## config.mk

```make
export PLATFORM = sky130hd
export DESIGN_NAME = fb_scan_addr_gen
export DESIGN_NICKNAME = d
export VERILOG_FILES = /design/src/rtl/fb_scan_pkg.sv /design/src/rtl/fb_cfg_regs.sv /design/src/rtl/fb_line_base.sv /design/src/rtl/fb_word_fetch.sv /design/src/rtl/fb_scan_addr_gen.sv
export SDC_FILE = /design/constraint.sdc
export NUM_CORES = 1
export LEC_CHECK = 0
export ABC_AREA = 1
export BUFFER_PORTS_ARGS = -buffer_cell sky130_fd_sc_hd__buf_2
export CORE_MARGIN = 4
export CORE_UTILIZATION = 25
export DETAILED_ROUTE_END_ITERATION = 16
export PLACE_DENSITY = 0.42
export SETUP_SLACK_MARGIN = 0.02
export SLEW_MARGIN = 15
export SYNTH_ARGS = -nofsm -noshare
export SYNTH_HDL_FRONTEND = slang
export SYNTH_SLANG_ARGS = --single-unit
```

## constraint.sdc

```tcl
create_clock -name clk -period 6.3 [get_ports clk]
set_clock_uncertainty 0.05 [all_clocks]
set_input_delay 0.945 -clock clk [delete_from_list [all_inputs] [get_ports clk]]
set_output_delay 0.945 -clock clk [all_outputs]
set_load 0.03 [all_outputs]
```

## src/rtl/fb_scan_pkg.sv

```systemverilog
// Shared definitions for the scanline address generator.
// Assumes a 2-bit register select and 8-byte memory words.
package fb_scan_pkg;
    typedef enum logic [1:0] {
        DEPTH_8  = 2'd0,
        DEPTH_16 = 2'd1,
        DEPTH_32 = 2'd2
    } depth_e;

    localparam logic [1:0] REG_START = 2'd0;
    localparam logic [1:0] REG_PITCH = 2'd1;
    localparam logic [1:0] REG_LWORD = 2'd2;
    localparam logic [1:0] REG_CTRL  = 2'd3;

    localparam int WORD_SHIFT = 3;
endpackage

```

## src/rtl/fb_cfg_regs.sv

```systemverilog
// Pending and active copies of the fetch geometry.
// Writes go to the pending copy. frame_start moves pending into active.
// The eff_* outputs give the values that apply in this cycle, including
// a frame_start that arrives in the same cycle. Fetch enable acts at once.
module fb_cfg_regs
    import fb_scan_pkg::*;
#(
    parameter int ADDR_W  = 32,
    parameter int DATA_W  = 32,
    parameter int PITCH_W = 16,
    parameter int LWORD_W = 12
) (
    input  logic               clk,
    input  logic               rst_n,
    input  logic               wr_en,
    input  logic [1:0]         wr_addr,
    input  logic [DATA_W-1:0]  wr_data,
    input  logic               frame_start,
    output logic [ADDR_W-4:0]  eff_start,
    output logic [PITCH_W-1:0] eff_pitch,
    output logic [LWORD_W-1:0] eff_lwords,
    output logic [1:0]         act_depth,
    output logic               fetch_en
);
    localparam int WA_W = ADDR_W - WORD_SHIFT;

    logic [WA_W-1:0]    pend_start, act_start;
    logic [PITCH_W-1:0] pend_pitch, act_pitch;
    logic [LWORD_W-1:0] pend_lw, act_lw;
    logic [1:0]         pend_depth;

    // Capture register writes into the pending copy (enable is immediate).
    always_ff @(posedge clk) begin
        if (!rst_n) begin
            pend_start <= '0;
            pend_pitch <= '0;
            pend_lw    <= '0;
            pend_depth <= DEPTH_8;
            fetch_en   <= 1'b0;
        end else if (wr_en) begin
            case (wr_addr)
                REG_START: pend_start <= wr_data[ADDR_W-1:WORD_SHIFT];
                REG_PITCH: pend_pitch <= wr_data[PITCH_W-1:0];
                REG_LWORD: pend_lw    <= wr_data[LWORD_W-1:0];
                default: begin
                    fetch_en <= wr_data[0];
                    if (wr_data[2:1] != 2'b11) pend_depth <= wr_data[2:1];
                end
            endcase
        end
    end

    // Promote pending values to active at each frame start.
    always_ff @(posedge clk) begin
        if (!rst_n) begin
            act_start <= '0;
            act_pitch <= '0;
            act_lw    <= '0;
            act_depth <= DEPTH_8;
        end else if (frame_start) begin
            act_start <= pend_start;
            act_pitch <= pend_pitch;
            act_lw    <= pend_lw;
            act_depth <= pend_depth;
        end
    end

    // Values in force this cycle.
    always_comb begin
        eff_start  = frame_start ? pend_start : act_start;
        eff_pitch  = frame_start ? pend_pitch : act_pitch;
        eff_lwords = frame_start ? pend_lw    : act_lw;
    end

    // active geometry never changes without a frame start
    p_frame_only_r3: assert property (@(posedge clk) disable iff (!rst_n)
        !frame_start |=> (act_pitch == $past(act_pitch)) && (act_lw == $past(act_lw))
                         && (act_start == $past(act_start)) && (act_depth == $past(act_depth)));

    // reserved depth code never becomes active
    p_depth_legal_r11: assert property (@(posedge clk) disable iff (!rst_n)
        act_depth != 2'b11);
endmodule

```

## src/rtl/fb_line_base.sv

```systemverilog
// Tracks the base word address of the current scanline.
// Reloads from the start word at frame start. The first line start of a
// frame uses that base, and each later line start adds the pitch.
// Assumes strobes are single-cycle pulses.
module fb_line_base #(
    parameter int WA_W    = 29,
    parameter int PITCH_W = 16
) (
    input  logic               clk,
    input  logic               rst_n,
    input  logic               frame_start,
    input  logic               line_start,
    input  logic [WA_W-1:0]    start_word,
    input  logic [PITCH_W-1:0] pitch,
    output logic [WA_W-1:0]    go_addr
);
    logic [WA_W-1:0] base;
    logic            first;

    // Base for a line that starts this cycle.
    always_comb begin
        if (frame_start)  go_addr = start_word;
        else if (first)   go_addr = base;
        else              go_addr = base + WA_W'(pitch);
    end

    // Hold the base and the first-line flag between strobes.
    always_ff @(posedge clk) begin
        if (!rst_n) begin
            base  <= '0;
            first <= 1'b1;
        end else if (line_start) begin
            base  <= go_addr;
            first <= 1'b0;
        end else if (frame_start) begin
            base  <= start_word;
            first <= 1'b1;
        end
    end

    // base moves only on a strobe
    p_base_still_r5: assert property (@(posedge clk) disable iff (!rst_n)
        (!line_start && !frame_start) |=> (base == $past(base)));

    // after a lone frame start the next line begins at the start word
    p_first_line_r4: assert property (@(posedge clk) disable iff (!rst_n)
        (frame_start && !line_start) |=> (first && base == $past(start_word)));
endmodule

```

## src/rtl/fb_word_fetch.sv

```systemverilog
// Issues the word read requests for one scanline over a valid/ready port.
// A line is taken only when idle and enabled with a non-zero count.
// Clearing enable ends the line after the presented request is accepted.
module fb_word_fetch #(
    parameter int WA_W    = 29,
    parameter int LWORD_W = 12
) (
    input  logic               clk,
    input  logic               rst_n,
    input  logic               line_go,
    input  logic [WA_W-1:0]    go_addr,
    input  logic [LWORD_W-1:0] go_words,
    input  logic               fetch_en,
    input  logic               req_ready,
    output logic               req_valid,
    output logic [WA_W-1:0]    req_addr
);
    logic [LWORD_W-1:0] remain;
    logic               busy;

    // Line request state machine: load, step on accept, stop at count or disable.
    always_ff @(posedge clk) begin
        if (!rst_n) begin
            busy     <= 1'b0;
            req_addr <= '0;
            remain   <= '0;
        end else if (busy) begin
            if (req_ready) begin
                req_addr <= req_addr + 1'b1;
                remain   <= remain - 1'b1;
                if (remain == LWORD_W'(1) || !fetch_en) busy <= 1'b0;
            end
        end else if (line_go && fetch_en && go_words != '0) begin
            busy     <= 1'b1;
            req_addr <= go_addr;
            remain   <= go_words;
        end
    end

    assign req_valid = busy;

    // a stalled request is held unchanged
    p_hold_r7: assert property (@(posedge clk) disable iff (!rst_n)
        (req_valid && !req_ready) |=> (req_valid && req_addr == $past(req_addr)));

    // consecutive requests within a line step by one word
    p_step_r6: assert property (@(posedge clk) disable iff (!rst_n)
        (req_valid && req_ready && remain != LWORD_W'(1) && fetch_en)
            |=> (req_valid && req_addr == $past(req_addr) + 1'b1));

    // a busy line always has words left
    p_count_live_r6: assert property (@(posedge clk) disable iff (!rst_n)
        busy |-> (remain != '0));

    // nothing new is issued while disabled
    p_quiet_r9: assert property (@(posedge clk) disable iff (!rst_n)
        (!fetch_en && !req_valid) |=> !req_valid);
endmodule

```

## src/rtl/fb_scan_addr_gen.sv

```systemverilog
// Framebuffer scanline address generator top level.
// Connects the register shadows, the line base tracker and the word fetcher.
// Assumes ADDR_W <= DATA_W and strobes from a single timing source.
module fb_scan_addr_gen
    import fb_scan_pkg::*;
#(
    parameter int ADDR_W  = 32,
    parameter int DATA_W  = 32,
    parameter int PITCH_W = 16,
    parameter int LWORD_W = 12
) (
    input  logic                          clk,
    input  logic                          rst_n,
    input  logic                          cfg_wr,
    input  logic [1:0]                    cfg_addr,
    input  logic [DATA_W-1:0]             cfg_wdata,
    input  logic                          frame_start,
    input  logic                          line_start,
    output logic                          req_valid,
    input  logic                          req_ready,
    output logic [ADDR_W-WORD_SHIFT-1:0]  req_addr,
    output logic [1:0]                    px_depth
);
    localparam int WA_W = ADDR_W - WORD_SHIFT;

    logic [WA_W-1:0]    eff_start, go_addr;
    logic [PITCH_W-1:0] eff_pitch;
    logic [LWORD_W-1:0] eff_lwords;
    logic               fetch_en;

    fb_cfg_regs #(
        .ADDR_W(ADDR_W), .DATA_W(DATA_W), .PITCH_W(PITCH_W), .LWORD_W(LWORD_W)
    ) u_cfg (
        .clk(clk), .rst_n(rst_n), .wr_en(cfg_wr), .wr_addr(cfg_addr),
        .wr_data(cfg_wdata), .frame_start(frame_start),
        .eff_start(eff_start), .eff_pitch(eff_pitch), .eff_lwords(eff_lwords),
        .act_depth(px_depth), .fetch_en(fetch_en)
    );

    fb_line_base #(.WA_W(WA_W), .PITCH_W(PITCH_W)) u_base (
        .clk(clk), .rst_n(rst_n), .frame_start(frame_start),
        .line_start(line_start), .start_word(eff_start), .pitch(eff_pitch),
        .go_addr(go_addr)
    );

    fb_word_fetch #(.WA_W(WA_W), .LWORD_W(LWORD_W)) u_fetch (
        .clk(clk), .rst_n(rst_n), .line_go(line_start), .go_addr(go_addr),
        .go_words(eff_lwords), .fetch_en(fetch_en), .req_ready(req_ready),
        .req_valid(req_valid), .req_addr(req_addr)
    );

    // an idle, enabled line start with words loads the fetcher at the line base
    p_load_r6: assert property (@(posedge clk) disable iff (!rst_n)
        (line_start && !req_valid && fetch_en && eff_lwords != '0)
            |=> (req_valid && req_addr == $past(go_addr)));

    // a disabled line start issues nothing
    p_off_line_r8: assert property (@(posedge clk) disable iff (!rst_n)
        (line_start && !req_valid && !fetch_en) |=> !req_valid);
endmodule

```

======== Word level (Yosys, flattened, before mapping) ========
Cells that the tools add are included.
cells by class
  div/mod/pow operators ................... 0
  reduce and logical (&&, ||, !) cells .... 15
  multipliers ............................. 0
  equality and inequality tests ........... 5
  $lt $le $gt $ge ......................... 0
  shift operators ......................... 0
  add/subtract/negate cells ............... 3
  multiplexer cells ....................... 18
  bitwise operators ....................... 1
operators with widths
  kind                                                                    count
  29-bit 2-to-1 mux                                                       7
  12-bit 2-to-1 mux                                                       4
  29-bit by 1-bit adder with 29-bit output, second input constant         1
  29-bit by 16-bit adder with 29-bit output                               1
  16-bit 2-to-1 mux                                                       1
  12-bit by 1-bit equality test with 1-bit output, second input constant  1
  12-bit nonzero test                                                     1
  12-bit by 1-bit subtractor with 12-bit output, second input constant    1
  2-bit AND reduction                                                     5
  1-bit 2-to-1 mux                                                        6
  2-bit inequality test, second input constant                            2
  2-bit nonzero test                                                      2
  3-bit AND reduction                                                     1
  3-bit OR reduction                                                      1
  2-bit by 1-bit equality test with 1-bit output, second input constant   1
  2-bit equality test, second input constant                              1
  1-bit logical AND                                                       2
  2-bit logical NOT                                                       1
  1-bit logical NOT                                                       1
  1-bit logical OR                                                        1
  1-bit NOT                                                               1
storage, ports and cells
  latch bits .............................. 0
  memory bits (writable) .................. 0
  bits in read-only memories .............. 0
  word-level logic and storage cells ...... 55
  output and inout bits ................... 32
  flip-flop bits (word level) ............. 162
  memories ................................ 0
  input bits .............................. 40

======== Logic depth before layout (Yosys ltp) ========
Gate-level depths: netlist of run 1.
  word-level depth ........................ 6
  mapped depth ............................ 20
  mapped depth without buffers ............ 18

======== Hierarchy ========
From an unflattened synthesis of run 1, not the netlist that was laid out.
unflattened totals
  cell total of the unflattened synthesis .. 1786
  area, all modules ....................... 10973.0 um2
modules (own cells, without submodules)
  module         times used  sequential area each (um2)  cells an instance  area an instance (um2)
  fb_cfg_regs    1           2382.3                      678                4785.8
  fb_line_base   1           600.6                       564                3115.5
  fb_word_fetch  1           840.8                       544                3071.7

======== Least setup slack after synthesis of run 1 ========
No wires, ideal clock.
  kind .................................... input-to-reg
  start point ............................. in frame_start
  end point ............................... reg u_fetch.req_addr[16]
  buffers on the path ..................... 3
  setup slack ............................. 2909 ps
  arrival ................................. 3227 ps
  data required time ...................... 6136 ps
  cell stages on the path ................. 18
  setup time .............................. 114 ps
  path through ............................ buf_2 -> buf_1 -> buf_1 -> nand2_1 -> nand2_1 -> ha_1 -> fa_1 -> nand3_1 -> nand3_1 -> nand2_1 -> nand2_1 -> nand2_1 -> nand2_1 -> nand3_1 -> nand3_1 -> nand3_1 -> a21oi_1 -> nor2_1
on the way
  longest elaborated chain between the ends .. 6
  elaborated cells on any way between the ends .. 11
  those cells by class .................... add/sub: 1; mux: 6; reduce/logical: 4
ends and longest elaborated chain
  item                                       RTL line                RTL
  start, declared                            fb_scan_addr_gen.sv:17  input logic frame_start,
  16-bit 2-to-1 mux                          fb_cfg_regs.sv:71       eff_pitch = frame_start ? pend_pitch : act_pitch;
  net eff_pitch[0]                           fb_scan_addr_gen.sv:27  logic [PITCH_W-1:0] eff_pitch;
  29-bit by 16-bit adder with 29-bit output  fb_line_base.sv:24      else go_addr = base + WA_W'(pitch);
  29-bit 2-to-1 mux                          fb_line_base.sv:23      else if (first) go_addr = base;
  29-bit 2-to-1 mux                          fb_line_base.sv:22      if (frame_start) go_addr = start_word;
  29-bit 2-to-1 mux                          fb_word_fetch.sv:33     end else if (line_go && fetch_en && go_words != '0) begin
  29-bit 2-to-1 mux                          fb_word_fetch.sv:27     end else if (busy) begin
  end signal, assigned                       fb_word_fetch.sv:29     req_addr <= req_addr + 1'b1;
  end signal, assigned                       fb_word_fetch.sv:35     req_addr <= go_addr;
  end, declared                              fb_word_fetch.sv:16     output logic [WA_W-1:0] req_addr
The timed path passes the listed nets, and every way through them passes these cells. The select of a mux whose other input is x is not followed.
A chain may end at the register's enable or synchronous reset.

======== Worst setup path after layout of run 1 ========
  start point ............................. in frame_start
  end point ............................... reg u_fetch.remain[0]
on the way
  longest elaborated chain between the ends .. 5
  elaborated cells on any way between the ends .. 7
  those cells by class .................... mux: 3; reduce/logical: 4
ends and longest elaborated chain
  item                           RTL line             RTL
  12-bit 2-to-1 mux (*)          fb_cfg_regs.sv:72    eff_lwords = frame_start ? pend_lw : act_lw;
  12-bit nonzero test            fb_word_fetch.sv:33
  1-bit logical AND              fb_word_fetch.sv:33
  2-bit nonzero test (no line)   --
  2-bit AND reduction (no line)  --
  end signal, assigned           fb_word_fetch.sv:30  remain <= remain - 1'b1;
  end signal, assigned           fb_word_fetch.sv:36  remain <= go_words;
  end, declared                  fb_word_fetch.sv:18  logic [LWORD_W-1:0] remain;
Mark *: on every way between the ends. The rest lies on a longest branch, timed or not. The select of a mux whose other input is x is not followed.

==> flow_summary.toml, run 1 <==
[die]
die-area_um2 = 39470
fp-row-count = 69
die_h_um = 198.7
fp.coreArea_um2 = 35740
initial_core_util_pct = 25.43
ioPinCount = 72
die_x_um = 198.7

[final_layout]
multi_input_area_um2 = 4950
filler_cell_count = 4067
layout-drive-gt1-share_pct = 8.389
fin_nets = 1550
regArea_um2 = 3244
n_antenna_cell = 0
area_delta_synth_final_pct = 14.62
final_util_pct = 29.15

[routing]
drc = 0
via_per_inst = 4.645
post_drt_wl_per_cell_um = 16.23
drt_iter0_markers = 543
routed_wl_mm = 31.86
antenna_left = 0
dr_total_vias = 9119
dr.pass1.iters = 7

[worst_setup_path]
critPathBufInv = 3
reg2reg_setup_slack_ns = 3.40
worst_path_dominant_cell_family = "buffers and inverters"
r2r-start = "u_cfg.pend_lw[1]"
crit_path_top_delay_cell = "inv_2"
crit_fanout = 57
cp_slowest_stage_delay_ns = 0.67
crit_start = "frame_start"
arrival_ns = 4.68
end_kind = "register"
worstSetupPathType = "in -> reg"
crit_chain = "buf_2 -> inv_2 -> or2_0 -> o21a_1 -> nor2_1 -> nand4_1 -> nand2_2 -> nand2_2 -> inv_2 -> o21ai_0 -> a21oi_1"
crit_required_ns = 6.62
start_kind = "input pin"

[job]
maxCapViolCount = 0

[min_path]
min-delay-start = "u_cfg.pend_depth[1]"
hp-class = "reg -> reg"

[timing]
finalCriticalPeriod_ns = 4.353
slew_headroom_pct = 27.84
hold_viol = 0
fin_hold_ws_ns = 0.4180
tns_ns = 0
fin_crit_sh_pct = 69.09
final_max_slew_viol_count = 0
clock.fmax_mhz = 229.7
rsz0062_at_grt = "no"
tightest_slew_ns = 1.079
setup-violations-final = 0

[synth]
yosysMostFrequentCell = "nand2_1"
ys_top_cells_by_area = "dfxtp_1 (36%), nand2_1 (16%), nor2_1 (8.1%), o21ai_0 (7.1%), a21oi_1 (6.7%)"
synth_common_cells = "nand2_1 (378), nor2_1 (195), dfxtp_1 (162), inv_1 (160), o21ai_0 (129)"
yosysTopAreaCell = "dfxtp_1"
synth_seq_cells = 162
synth_cells = 1455
yosys.area.top_type_share_pct = 35.68
syn_area_um2 = 9090
yosysWarnings = 0
yosysSeqAreaShare_pct = 35.68
syn_nets = 1515
synthArstFlopShare_pct = 0
avgSynthCellArea_um2 = 6.247
synth_flop_cell = "dfxtp_1"
ys_types = 35
synth_edf_count = 0

[clocking]
cts_resized = 0
h-tree-depth = 4
cts_hold_buf = 0
clk_path_buf_depth = 2
clk_pin_slew_ns = 0.07
cts_tree = "built"
numCtsBuffers = 17
cts_sinks = 162
clk_latency_ns = 0.44
cts_setup_buffers = 0
clockRootBuffer = "clkbuf_16"

[grt]
antenna_found_initial = 0
grt_overflow = 0
track_usage_pct = 16.18
grt_pass1_vias = 8648
grt_max_degree = 81
grt_pass1_wl_mm = 49.75

[placed_design]
gp_congestion = 0.8327
dpl.hpwl_mm = 22.97
port_buffers = 71

[pwr]
leakagePower_nw = 4.811
total_power_mw = 2.536
vdd_drop_max_mv = 0.1890
cellPowerDensity_nw_per_um2 = 243.5

[status]
status = "complete, no violations"
-- per-layer routing --
layer,share of wire [%],track usage [%]
met1,50,23.19
met2,44,25.07
met3,4.0,2.795
met4,1.9,4.534
met5,0,0
-- state kept, by name, indices dropped and copies added (netlist names) --
| register | cells |
|---|---|
| u_fetch.req_addr | 29 |
| u_cfg.pend_depth | 2 |
| u_fetch.req_valid | 1 |
| u_base.first | 1 |
| u_cfg.pend_start | 29 |
| u_cfg.act_pitch | 16 |
| u_base.base | 29 |
| u_cfg.pend_lw | 12 |
| u_fetch.remain | 12 |
| u_cfg.pend_pitch | 16 |
| u_cfg.fetch_en | 1 |
| u_cfg.act_lw | 12 |
| u_cfg.act_depth | 2 |
-- tightest hold or removal path, stage by stage, from the launching register on --
cell and delay (ns):
dfxtp_1 0.30, inv_1 0.07, a21oi_1 0.06
-- through the flow --
stage	instances	worst slack, ns	instance area (um2)
3_5_place_dp	1932	1.444	9828
3_3_place_gp	1932	1.485	9828
4_1_cts	1963	1.904	10420
5_1_grt	1963	1.394	10420
2_1_floorplan	1455	2.909	9090
6_report	1963	1.947	10420
-- cells in the final DEF, fill, tap and decap left out, types with 5 or more instances in the layout --
cell,instances
inv_1,160
o21a_1,9
ha_1,19
o211ai_1,7
nand2_1,378
a21oi_1,122
or2_2,5
buf_2,71
nor3_1,25
buf_4,11
nand3_1,90
o21ai_1,14
o21ai_0,129
clkbuf_16,17
dfxtp_1,161
xor2_1,16
nand4_1,29
nor2_1,195
-- area by class of cell --
type / instances / share of cell area, %
Sequential cell: 162 / 31.14
Timing Repair Buffer: 82 / 4.203
Tap cell: 461 / 5.536
Multi-Input combinational cell: 1062 / 47.51
Inverter: 165 / 5.945
Clock buffer: 18 / 4.215
Clock inverter: 13 / 1.453
-- report_power, final --
group          internal (mW)  total [mW]  switching, mW
registers               1.07        1.11         0.0400
clock network          0.601        1.08          0.478
logic                  0.104       0.343          0.239
-- path summary, 6_finish.rpt --
check                                          end  depth (start not counted)
worst max-delay path             u_fetch.remain[0]                         11
worst min-delay path            u_cfg.act_depth[1]                          2
worst max register to register   u_fetch.remain[0]                         11
worst min register to register  u_cfg.act_depth[1]                          2
-- logic make-up (layout without fill, tap and decap cells) --
logic type	Yosys count	count (layout)	share of synthesized area, %
xor+xnor	20	20	1.927
buf+inv	231	278	9.869
simple gates	731	731	32.97
mux	1	1	0.1101
fa+ha+maj	20	20	2.836
compound gates	290	290	16.61
flops	162	162	35.68
Note: power is estimated with default switching activity, not from simulation.
==> inputs of run 2 (changes only) <==
Settings changed: PLACE_DENSITY 0.42 to 0.43.
Clock period 6.3 ns to 3.7 ns, I/O delays scaled along.
==> flow_summary.toml, run 2 (synthesized netlist as in run 1, its figures left out) <==
[grt]
grt_pass1_vias = 8900
track_usage_pct = 16.17
gr-usage-met1_pct = 22.55
antenna_found_initial = 0
grt_max_degree = 43
use_met3_pct = 2.304
grt_pass1_wl_mm = 50.25
grt_overflow = 0
met2_usage_pct = 25.77
grt.busiest_layer = "met2"

[final_layout]
filler_cell_count = 4119
largestRegisters = "u_base.base x29, u_cfg.pend_start x29, u_fetch.req_addr x29"
instances_no_fill = 1973
layout_common_cells = "nand2_1 (378), nor2_1 (195), dfxtp_1 (161), inv_1 (159), o21ai_0 (129)"
fin_nets = 1559
final_util_pct = 29.29
n_antenna_cell = 0
area_delta_synth_final_pct = 15.18
layout-drive-gt1-share_pct = 9.061
final_common_cell = "nand2_1"

[placed_design]
dpl.hpwl_mm = 22.99
dp_cells = 1941
port_buffers = 71
gp_congestion = 0.9179
dp_worst_setup_slack_ns = 0.5649

[worst_setup_path]
rr_worst_depth = 16
end_kind = "register"
start_kind = "input pin"
arrival_ns = 2.99
crit_fanout = 20
worstSetupPathType = "in -> reg"
r2r-start = "u_cfg.pend_pitch[0]"
reg2reg_setup_slack_ns = 1.12
r2r-end = "u_fetch.req_addr[16]"
crit_required_ns = 3.99

[timing]
post-route-worst-setup-slack_ns = 0.9981
tightest_slew_ns = 0.8154
fin_crit_sh_pct = 73.03
setup-violations-final = 0
slew_headroom_pct = 45.58
clock.fmax_mhz = 370.1
finalCriticalPeriod_ns = 2.702
rsz0062_at_grt = "no"
final_max_slew_viol_count = 0
tns_ns = 0
hold_viol = 0

[clocking]
cts_sinks = 162
cts_hold_buf = 0
clk_path_buf_depth = 2
cts_tree = "built"
h-tree-depth = 4
clk_latency_ns = 0.44
clk_pin_slew_ns = 0.07
cts_resized = 0
clockRootBuffer = "clkbuf_16"
numCtsBuffers = 17
cts_setup_buffers = 0

[die]
fp-row-count = 69
die_x_um = 198.7
die_h_um = 198.7
fp.coreArea_um2 = 35740
ioPinCount = 72
initial_core_util_pct = 25.43
die-area_um2 = 39470

[pwr]
leakagePower_nw = 4.852
power_switching_mw = 1.332
sw_frac_of_total_pct = 31.30
cell_internal_pwr_mw = 2.922
pwr-share-comb_pct = 13.8
pwr-share-seq_pct = 44.6
total_power_mw = 4.254
cellPowerDensity_nw_per_um2 = 406.3
pwr-share-clk_pct = 41.6
vdd_drop_max_mv = 0.2829

[routing]
post_drt_wl_per_cell_um = 15.88
drt_iter0_markers = 548
via_per_inst = 4.679
antenna_left = 0
dr_total_vias = 9232
dr.pass1.iters = 5
drc = 0
routed_wl_mm = 31.34

[min_path]
hp-class = "in -> reg"
hold_depth = 3
worstHoldEndpoint = "u_cfg.pend_start[26]"
min-delay-start = "cfg_wdata[29]"

[job]
maxCapViolCount = 0

[status]
status = "complete, no violations"
-- run 2: cell count changes in the layout (fill, tap and decap cells not counted) --
cell,change
buf_4,+9
bufinv_16,-2
inv_8,+2
clkinv_2,-1
clkinv_4,+1
clkinv_8,+1
clkinvlp_4,-1
inv_1,-1
inv_2,+1
inv_6,+1
-- run 2: stage by stage --
stage	hold WS (ns)	instance area, um2
3_3_place_gp	0.3931	9896
2_1_floorplan	0.3744	9090
6_report	0.2856	10470
5_1_grt	0.2833	10470
4_1_cts	0.2729	10470
3_5_place_dp	0.3995	9896
-- run 2: power groups by stage --
stage | Combinational, mW | Clock, mW | Sequential (mW)
2_1_floorplan | 0.371 | 0 | 1.94
3_3_place_gp | 0.593 | 0 | 1.94
3_5_place_dp | 0.593 | 0 | 1.94
4_1_cts | 0.596 | 1.82 | 1.90
5_1_grt | 0.671 | 1.89 | 1.91
6_report | 0.589 | 1.77 | 1.90
-- run 2: layout make-up --
class                      count  area [um2]  area share, %
tap                          461       576.8          5.509
multi-input combinational   1062        4950          47.28
clock inverter                14       135.1          1.291
inverter                     165       619.3          5.915
clock buffer                  18       439.2          4.195
timing repair buffer          91       505.5          4.828
sequential                   162        3244          30.99
-- run 2: how the worst max path moves through the flow --
stage	start	to	slack [ns]	depth (start not counted)
after floorplan	frame_start	u_fetch.req_addr[16]	0.70	18
after global placement	frame_start	u_fetch.req_addr[16]	0.58	18
after detailed placement	frame_start	u_fetch.req_addr[16]	0.56	18
after CTS	frame_start	u_fetch.req_addr[16]	1.03	18
after global routing	frame_start	u_fetch.remain[3]	0.75	13
final	frame_start	u_fetch.req_addr[16]	1.0	18
-- run 2: critical path, stage by stage --
cell and delay, ns:
buf_2 0.13, inv_2 0.16, nand2_1 0.12, nand2_1 0.07
ha_1 0.26, fa_1 0.47, nand3_1 0.10, nand3_1 0.10
nand2_1 0.08, nand2_1 0.12, nand2_1 0.09, nand2_1 0.18
nand2_1 0.11, nand2_1 0.07, nand3_1 0.07, nand3_1 0.09
a21oi_1 0.14, nor2_1 0.05
-- run 2: metal layers --
layer / routed length [um] / up-vias
met3: 940 / 28
met4: 813 / 0
met1: 15700 / 4255
met2: 13890 / 165
met5: 0 / -
li1: - / 4784
==> inputs of run 3 (changes only) <==
Settings changed: ABC_AREA 1 to 0, PLACE_DENSITY 0.43 to 0.42.
Clock period 3.7 ns to 2.7 ns, I/O delays scaled along.
==> flow_summary.toml, run 3 <==
[timing]
setup-violations-final = 8
finalCriticalPeriod_ns = 2.809
final_max_slew_viol_count = 0
hold_viol = 0
tightest_slew_ns = 0.8038
clock.fmax_mhz = 356.0
rsz0062_at_grt = "yes"
slew_headroom_pct = 46.41
post-route-worst-setup-slack_ns = -0.1094
fin_crit_sh_pct = 104.1

[grt]
track_usage_pct = 16.19
grt_max_degree = 56
grt_overflow = 0
grt_pass1_vias = 8194
grt_pass1_wl_mm = 48.56
antenna_found_initial = 0

[die]
ioPinCount = 72
initial_core_util_pct = 25.58
die_x_um = 194.2
die-area_um2 = 37700
die_h_um = 194.2
fp.coreArea_um2 = 33870
fp-row-count = 67

[final_layout]
regArea_um2 = 3247
layout_common_cells = "nand2_1 (187), dfxtp_1 (159), a21oi_1 (116), buf_4 (112), nor2_1 (87)"
final_common_cell = "nand2_1"
final_util_pct = 33.91
fin_nets = 1308
area_delta_synth_final_pct = 32.56
largestRegisters = "u_base.base x29, u_cfg.pend_start x29, u_fetch.req_addr x29"
multi_input_area_um2 = 5602
n_antenna_cell = 0
layout-drive-gt1-share_pct = 26.25
filler_cell_count = 3658

[routing]
via_per_inst = 4.932
drc = 0
antenna_left = 0
dr_total_vias = 8428
drt_iter0_markers = 523
dr.pass1.iters = 5
post_drt_wl_per_cell_um = 18.24
routed_wl_mm = 31.18

[placed_design]
gp_congestion = 0.8401
dpl.hpwl_mm = 23.15
port_buffers = 71
dp_worst_setup_slack_ns = -0.5923

[worst_setup_path]
start_kind = "register"
rr_worst_depth = 12
crit_required_ns = 2.98
r2r-start = "u_cfg.pend_pitch[0]"
arrival_ns = 3.09
r2r-end = "u_fetch.req_addr[24]"
reg2reg_setup_slack_ns = -0.11
worstSetupPathType = "reg -> reg"
crit_fanout = 4
end_kind = "register"

[clocking]
clockRootBuffer = "clkbuf_16"
cts_sinks = 162
clk_latency_ns = 0.44
clk_path_buf_depth = 2
clk_pin_slew_ns = 0.07
numCtsBuffers = 17
cts_tree = "built"
h-tree-depth = 4

[pwr]
leakagePower_nw = 4.623
sw_frac_of_total_pct = 27.86
vdd_drop_max_mv = 0.4380
pwr-share-seq_pct = 44.2
power_switching_mw = 1.593
cellPowerDensity_nw_per_um2 = 498.0
pwr-share-comb_pct = 11.5
pwr-share-clk_pct = 44.3
cell_internal_pwr_mw = 4.126

[job]
maxCapViolCount = 0

[min_path]
hp-class = "in -> reg"
min-delay-start = "cfg_wdata[29]"
hold_depth = 3
worstHoldEndpoint = "u_cfg.pend_start[26]"

[synth]
avgSynthCellArea_um2 = 7.884
ys_top_cells_by_area = "dfxtp_1 (37%), nand2_1 (8.2%), a21oi_1 (7.2%), mux2i_1 (4.4%), o21ai_0 (3.9%)"
yosysWarnings = 0
yosys.area.top_type_share_pct = 37.43
synth_cells = 1099
synthArstFlopShare_pct = 0
syn_nets = 1159
synth_common_cells = "nand2_1 (189), dfxtp_1 (162), a21oi_1 (125), nor2_1 (89), o21ai_0 (67)"
synth_flop_cell = "dfxtp_1"
yosysSeqAreaShare_pct = 37.43
synth_seq_cells = 162
ys_types = 76
yosysTopAreaCell = "dfxtp_1"
synth_edf_count = 0
syn_area_um2 = 8665
yosysMostFrequentCell = "nand2_1"

[status]
status = "finished with violations"
violations = "negative setup slack"
-- run 3: worst max-delay path by stage --
stage / start / endpoint / slack (ns) / depth (start not counted)
final: u_cfg.pend_pitch[0] / u_fetch.req_addr[24] / -0.11 / 12
after CTS: u_cfg.pend_pitch[2] / u_fetch.req_addr[22] / -0.14 / 10
after global placement: frame_start / u_fetch.req_addr[14] / -0.61 / 13
after floorplan: frame_start / u_fetch.req_addr[16] / -0.26 / 11
after global routing: u_cfg.pend_pitch[2] / u_base.base[28] / -0.23 / 11
after detailed placement: frame_start / u_base.base[28] / -0.59 / 13
-- run 3: routing by layer --
layer / vias to the layer above / global-route usage [%] / share of wire, %
met5: - / 0 / 0
met4: 0 / 4.766 / 2.0
met3: 24 / 2.815 / 2.9
met2: 138 / 25.39 / 46
met1: 4027 / 22.84 / 49
li1: 4239 / - / -
-- run 3: per-stage QoR --
step           area (um2)  TNS, ns  total power [mW]  instances  hold slack (ns)
2_1_floorplan        8921   -2.783             2.937       1099           0.3812
3_3_place_gp        10430   -17.72             3.203       1666           0.3940
3_5_place_dp        10430   -18.51             3.204       1666           0.3945
4_1_cts             11190  -0.7738             5.765       1704           0.1282
5_1_grt             11490   -2.408             5.969       1709           0.1443
6_report            11490  -0.4683             5.720       1709           0.1503
-- run 3: area by class of cell --
class | count | area share (%)
sequential | 162 | 28.27
clock inverter | 15 | 1.514
tap | 448 | 4.880
timing repair buffer | 195 | 12.14
multi-input combinational | 850 | 48.77
inverter | 22 | 0.7298
clock buffer | 17 | 3.704
-- run 3: critical path, cell delays in order, from the launching register on --
cell and delay [ns]:
dfxtp_2 0.33, mux2_4 0.28, ha_4 0.17, fa_2 0.36
a21oi_4 0.19, buf_6 0.11, o2111a_2 0.28, a2111oi_4 0.12
buf_4 0.20, o211ai_1 0.18, xor2_1 0.16, nor3_1 0.06
o221a_2 0.24
-- run 3: cells by family (layout without fill, tap and decap cells) --
kind of cell	after synthesis	count (layout)	share of synthesized area (%)
simple gates	428	428	22.54
fa+ha+maj	20	20	2.975
buf+inv	87	249	4.419
mux	57	57	6.859
flops	162	162	37.43
compound gates	313	313	22.54
xor+xnor	32	32	3.235
-- run 3: power groups by stage --
stage                     sequential [mW]  clock [mW]  combinational, mW
after CTS                            2.53        2.60              0.639
after floorplan                      2.57           0              0.369
after detailed placement             2.58           0              0.623
final                                2.53        2.53              0.660
after global routing                 2.53        2.71              0.727
after global placement               2.58           0              0.622
-- run 3: what timing repair did --
action / in CTS / in global routing
hold endpoints to repair: 0 / 0
pin swaps: 27 / 38
buffers inserted: 6 / 7
hold buffers: 0 / 0
gates resized for setup: 31 / 50
setup endpoints to repair: 21 / 41
